**src/rtl/fcse_pkg.sv**
```systemverilog
package fcse_pkg;
    parameter int ADDR_W   = 32;
    parameter int SLOT_LSB = 25;
    localparam int SLOT_W  = ADDR_W - SLOT_LSB;

    typedef logic [ADDR_W-1:0] addr_t;
    typedef logic [SLOT_W-1:0] slot_t;
endpackage

```
**src/rtl/fcse_slot_reg.sv**
```systemverilog
module fcse_slot_reg #(
    parameter int ADDR_W   = fcse_pkg::ADDR_W,
    parameter int SLOT_LSB = fcse_pkg::SLOT_LSB
) (
    input  logic                         clk,
    input  logic                         rst_n,
    input  logic                         we_i,
    input  logic [ADDR_W-1:0]            wdata_i,
    output logic [ADDR_W-SLOT_LSB-1:0]   slot_o,
    output logic [ADDR_W-1:0]            rdata_o
);
    localparam int SLOT_W = ADDR_W - SLOT_LSB;

    logic [SLOT_W-1:0] slot_q;

    // Slot register: hold or load, reset to zero.
    always_ff @(posedge clk or negedge rst_n) begin
        if (!rst_n) begin
            slot_q <= '0;
        end else if (we_i) begin
            slot_q <= wdata_i[ADDR_W-1:SLOT_LSB];
        end
    end

    always_comb begin
        slot_o  = slot_q;
        rdata_o = {slot_q, {SLOT_LSB{1'b0}}};
    end

    // a write lands in the register by the next cycle
    p_write_lands_r7: assert property (@(posedge clk) disable iff (!rst_n)
        we_i |=> (slot_o == $past(wdata_i[ADDR_W-1:SLOT_LSB])));

    // without a write the value holds
    p_hold_r9: assert property (@(posedge clk) disable iff (!rst_n)
        !we_i |=> $stable(slot_o));
endmodule

```
**src/rtl/fcse_addr_remap.sv**
```systemverilog
module fcse_addr_remap #(
    parameter int ADDR_W   = fcse_pkg::ADDR_W,
    parameter int SLOT_LSB = fcse_pkg::SLOT_LSB
) (
    input  logic                         clk,
    input  logic                         rst_n,
    input  logic [ADDR_W-1:0]            va_i,
    input  logic                         mmu_en_i,
    input  logic                         maint_i,
    input  logic [ADDR_W-SLOT_LSB-1:0]   slot_i,
    output logic [ADDR_W-1:0]            mva_o
);
    localparam int SLOT_W = ADDR_W - SLOT_LSB;

    logic in_low_window;
    logic relocate;

    always_comb begin
        in_low_window = (va_i[ADDR_W-1:SLOT_LSB] == '0);
        relocate      = in_low_window && mmu_en_i && !maint_i;
        // The upper field is zero in the low window, so the add reduces to a merge.
        mva_o         = relocate ? {slot_i, va_i[SLOT_LSB-1:0]} : va_i;
    end

    // addresses at or above the window pass unchanged
    p_high_pass_r2: assert property (@(posedge clk) disable iff (!rst_n)
        (va_i[ADDR_W-1:SLOT_LSB] != '0) |-> (mva_o == va_i));

    // translation disabled bypasses relocation
    p_mmu_off_r5: assert property (@(posedge clk) disable iff (!rst_n)
        !mmu_en_i |-> (mva_o == va_i));

    // maintenance operands bypass relocation
    p_maint_r6: assert property (@(posedge clk) disable iff (!rst_n)
        maint_i |-> (mva_o == va_i));

    // offset inside the slot is always preserved
    p_offset_kept_r1: assert property (@(posedge clk) disable iff (!rst_n)
        mva_o[SLOT_LSB-1:0] == va_i[SLOT_LSB-1:0]);
endmodule

```
**src/rtl/fcse_remap.sv**
```systemverilog
module fcse_remap #(
    parameter int ADDR_W   = fcse_pkg::ADDR_W,
    parameter int SLOT_LSB = fcse_pkg::SLOT_LSB
) (
    input  logic              clk,
    input  logic              rst_n,
    input  logic [ADDR_W-1:0] va_i,
    input  logic              mmu_en_i,
    input  logic              maint_i,
    input  logic              slot_we_i,
    input  logic [ADDR_W-1:0] slot_wdata_i,
    output logic [ADDR_W-1:0] slot_rdata_o,
    output logic [ADDR_W-1:0] mva_o
);
    localparam int SLOT_W = ADDR_W - SLOT_LSB;

    logic [SLOT_W-1:0] slot_cur;

    fcse_slot_reg #(.ADDR_W(ADDR_W), .SLOT_LSB(SLOT_LSB)) u_slot (
        .clk     (clk),
        .rst_n   (rst_n),
        .we_i    (slot_we_i),
        .wdata_i (slot_wdata_i),
        .slot_o  (slot_cur),
        .rdata_o (slot_rdata_o)
    );

    fcse_addr_remap #(.ADDR_W(ADDR_W), .SLOT_LSB(SLOT_LSB)) u_remap (
        .clk      (clk),
        .rst_n    (rst_n),
        .va_i     (va_i),
        .mmu_en_i (mmu_en_i),
        .maint_i  (maint_i),
        .slot_i   (slot_cur),
        .mva_o    (mva_o)
    );

    // a relocated address carries the slot value shown on the read port
    p_slot_matches_read_r1: assert property (@(posedge clk) disable iff (!rst_n)
        (mmu_en_i && !maint_i && va_i[ADDR_W-1:SLOT_LSB] == '0)
            |-> (mva_o[ADDR_W-1:SLOT_LSB] == slot_rdata_o[ADDR_W-1:SLOT_LSB]));

    // read word carries zeros below the slot field
    p_read_format_r8: assert property (@(posedge clk) disable iff (!rst_n)
        slot_rdata_o[SLOT_LSB-1:0] == '0);
endmodule

```
**config.mk**
```make
export PLATFORM = sky130hd
export DESIGN_NAME = fcse_remap
export DESIGN_NICKNAME = d
export VERILOG_FILES = /design/src/rtl/fcse_pkg.sv /design/src/rtl/fcse_slot_reg.sv /design/src/rtl/fcse_addr_remap.sv /design/src/rtl/fcse_remap.sv
export SDC_FILE = /design/constraint.sdc
export NUM_CORES = 1
export LEC_CHECK = 0
export BUFFER_PORTS_ARGS = -buffer_cell sky130_fd_sc_hd__buf_4
export CAP_MARGIN = 20
export CORE_MARGIN = 5
export CORE_UTILIZATION = 28
export CTS_CLUSTER_DIAMETER = 100
export DETAILED_ROUTE_END_ITERATION = 6
export PLACE_DENSITY = 0.8
export SLEW_MARGIN = 10
export SYNTH_ARGS = -nofsm -noshare
export SYNTH_HDL_FRONTEND = slang
export SYNTH_SLANG_ARGS = --single-unit
```
**constraint.sdc**
```tcl
create_clock -name clk -period 2.15 [get_ports clk]
set_input_delay 0.43 -clock clk [delete_from_list [all_inputs] [get_ports clk]]
set_output_delay 0.43 -clock clk [all_outputs]
set_load 0.005 [all_outputs]
```
Word level (Yosys, flattened, before mapping). Index checks and enable logic that the tools add are counted.

Bits in latches: 0. Memory bits (read-only): 0. Output and inout port bits: 64. Logic and storage cells: 6. Bits in registers: 7. Memories kept: 0. RAM bits: 0. Input port bits: 69.

Add/sub/neg operators: 0. Divide/modulo/power cells: 0. $mul: 0. Magnitude comparators: 0. Reduce and logical (&&, ||, !) cells: 4. Eq/ne operators: 0. Mux-type cells: 1. Bitwise logic cells: 0. Shifts and indexed selects: 0.

Operators with widths (number): two-way mux 32 bit (1); logical NOT 7 bit (1); logical AND 1 bit (2); logical NOT 1 bit (1).

Logic depth before layout (Yosys ltp).
Depth in word-level cells: 4. Depth in mapped cells: 3. Gate-level depth less buffers: 2.

Hierarchy. Synthesis repeated with hierarchy kept, for this count alone.

Cell total of the unflattened synthesis: 86. Area, all modules: 842.1 µm².

Modules (own cells, without submodules): fcse_slot_reg (cells an instance 48, sequential area each 175.2 µm², instances 1, area each 535.5 µm²); fcse_addr_remap (cells an instance 38, sequential area each 0.0 µm², instances 1, area each 306.5 µm²).

Worst setup path after synthesis. Ideal clock, no wire load.

Path kind: input-to-output. Start: in maint_i. End: out mva_o[25]. Buffers on the path: 1. Setup slack: 0.303 ns. Stages on the path: 3. Arrival: 1.417 ns. Data required time: 1.720 ns. Cells stage by stage: or4_4 buf_6 o41ai_2.

Longest elaborated chain between the ends: 3.

Ends and longest elaborated chain: start: declaration (RTL line fcse_remap.sv:9) `input logic maint_i,`; logical NOT 1 bit (RTL line fcse_addr_remap.sv:20) `relocate = in_low_window && mmu_en_i && !maint_i;`; logical AND 1 bit (RTL line fcse_addr_remap.sv:20); two-way mux 32 bit (RTL line fcse_addr_remap.sv:22) `mva_o = relocate ? {slot_i, va_i[SLOT_LSB-1:0]} : va_i;`; end: declaration (RTL line fcse_remap.sv:13) `output logic [ADDR_W-1:0] mva_o`.

Every way passes these cells.

Worst setup path in the final report.
Start: in maint_i. End: out mva_o[27].

The elaborated chain is that of the path after synthesis.

==> out/qor.csv <==
stage,metric,value,unit
outcome,run_status,completed,
yosys,synthTopCellsByArea,"buf_4, dfrtp_1, o41ai_2",
yosys,ys_seq_elements,7,
critical_path,timing.rr.start,u_slot.slot_o[3],
sta,holdWs,398,ps
detailed_routing,post_drt_wl_per_cell,11.6,um
finish,stdcell_count,137,
grt,grt_usage,7.35,%
clocking,h-tree-depth,1,
floorplanning,die_x,64.1,um
sta,rsz0062_at_grt,no,
power_and_ir_drop,power,0.377,mW
floorplanning,rows,19,
detailed_routing,dr.pass1.iters,4,
worst_hold_path,hp-class,input port to flip-flop,
worst_hold_path,hold_path.startpoint,slot_wdata_i[28],
yosys,ys_seq_area_share,21.4,%
critical_path,worst_ep_arrival_time,1660,ps
detailed_routing,antenna_left,0,
detailed_routing,vias,529,
yosys,synth_most_common_cell,buf_4,
yosys,async_reset_ff_share,100,%
yosys,synth_top_area_share,45.9,%
critical_path,crit_buf_inv,2,
critical_path,path_common_cell,buf_4,
grt,grt_max_degree,14,
grt,grt_pass1_wl,2350,um
clocking,cts_buffers,3,
placed_design,dp_slack,60.7,ps
critical_path,critical_path.max_stage_delay,600,ps
power_and_ir_drop,leakage,0.463,nW
yosys,synthDistinctLibCells,15,
finish,regArea,175,um2
yosys,synth_top_area_cell,buf_4,
critical_path,cp-start-kind,input port,
clocking,clock-sinks,7,
critical_path,reg2reg_slack,1360,ps
finish,diodes,0,
finish,n_fill_cell,301,
placed_design,dp_cells,132,
detailed_routing,wirelength,1600,um
detailed_routing,vias_per_cell,3.86,
finish,fin_area,830,um2
floorplanning,fp.dieH,64.1,um
detailed_routing,drtIter0Drc,14,
finish,drive_gt1_share,39.6,%
clocking,clock_path_buffers,2,
sta,slew_viol_final,0,
clocking,clock_latency,240,ps
finish,nets,176,
grt,grt_antenna_before_repair,0,
sta,timing.final.crit_period,2090,ps
yosys,synth_edf_count,0,
sta,finalWorstSetupSlack,63.5,ps
grt,grt_overflow,0,
placed_design,numPortBuffers,32,
critical_path,critPathSlowestCell,or4_4,
finish,largest_reg_flops,7,
clocking,clk_pin_slew,50,ps
critical_path,cp-end-kind,output pin,
power_and_ir_drop,p_per_area,455,mW/mm2
critical_path,critical-path-top-delay-family,simple AND/OR/NAND/NOR gates,
yosys,synth-main-ff-cell,dfrtp_1,
floorplanning,die_area,0.00410,mm2
clocking,cts_tree,built,
sta,fmax,479,MHz
floorplanning,ios,133,
sta,fin_skew,0,ps
floorplanning,initial_core_util,29.4,%
critical_path,crit_required,1720,ps
yosys,syn_inst,98,
power_and_ir_drop,vdd_drop_max,0.000197,V
yosys,synthTopCellsByCount,"buf_4, inv_1, dfrtp_1, nand2_1, o41ai_2",
floorplanning,core_area,0.00278,mm2
sta,setup_viol,0,
detailed_routing,drc,0,
finish,syn2layout_area_growth,1.38,%
placed_design,gp_congestion,0.669,
critical_path,critPathKind,input port to output pin,
sta,setup-tns-final,0,ps
finish,fin_util,29.8,%
yosys,syn_area,818,um2
grt,grt_pass1_vias,534,
critical_path,crit_path_start,maint_i,
sta,hold_viol_final,0,
yosys,postSynthAreaPerCell,8.35,um2
sta,finalCritPeriodShare,97.0,%
finish,multi_input_area,290,um2
yosys,yosys_warnings,0,
critical_path,cp_max_fo,7,
clocking,ctsRootBufferMaster,clkbuf_4,
flow_run,maxCapViolations,0,
placed_design,dpl_cell_area,793,um2
critical_path,critical_path.cell_chain,"buf_4, or4_4, o41ai_2, buf_4",
==> cell families (layout without fill, tap and decap cells) <==
kind of cell / Yosys count / in the layout / share of synthesized area (%)
flops: 7 / 7 / 21.4
compound gates: 13 / 13 / 16.5
other cells: 1 / 25 / 0.458
mux: 1 / 1 / 1.38
simple gates: 10 / 10 / 6.12
buf+inv: 66 / 50 / 54.1
==> layout by cell type (no fill, tap or decap) <==
cell,synthesis,layout
buf_4,50,32
conb_1,1,25
inv_1,13,13
nand2_1,7,7
dfrtp_1,7,7
o41ai_2,6,6
o21ai_1,4,4
clkbuf_4,0,3
o21ai_0,2,2
or4_4,1,1
or3_1,1,1
nand2b_1,1,1
o31ai_1,1,1
mux2_1,1,1
clkbuf_1,2,1
dlygate4sd3_1,0,1
==> where the power goes <==
| group | total [mW] | leakage (nW) | internal (mW) | switching (mW) |
|---|---|---|---|---|
| sequential | 0.151 | 0.0845 | 0.144 | 0.00677 |
| combinational | 0.112 | 0.364 | 0.0582 | 0.0543 |
| clock | 0.114 | 0.0150 | 0.0705 | 0.0435 |
==> timing repair <==
| item | 4_1_cts | 5_1_grt |
|---|---|---|
| buffers inserted | 0 | 0 |
| setup endpoints to repair | 0 | 0 |
| hold buffers | 1 | 0 |
| hold endpoints to repair | 7 | 0 |
| gates resized for setup | 0 | 0 |
==> per-layer routing <==
layer	GRT usage, %	part of all wire (%)
met1	6.98	33
met2	11.7	46
met3	1.75	15
met4	9.09	5.8
met5	0	0
==> final cells by class <==
type                            instances  area share, %
Sequential cell                         7           21.1
Inverter                               13           5.88
Timing Repair Buffer                   33           30.2
Tap cell                               31           4.68
Multi-Input combinational cell         49           35.0
Clock buffer                            4           3.17
==> final timing paths <==
| kind | depth (start not counted) | end |
|---|---|---|
| worst max-delay path | 4 | mva_o[27] |
| worst min-delay path | 2 | u_slot.slot_o[3] |
| worst max register to register | 1 | u_slot.slot_o[3] |
| worst min register to register | 1 | u_slot.slot_o[3] |
| max in group asynchronous | 2 | u_slot.slot_o[6] |
| min in group asynchronous | 2 | u_slot.slot_o[1] |
No activity file was read; power rests on OpenSTA's default activity.
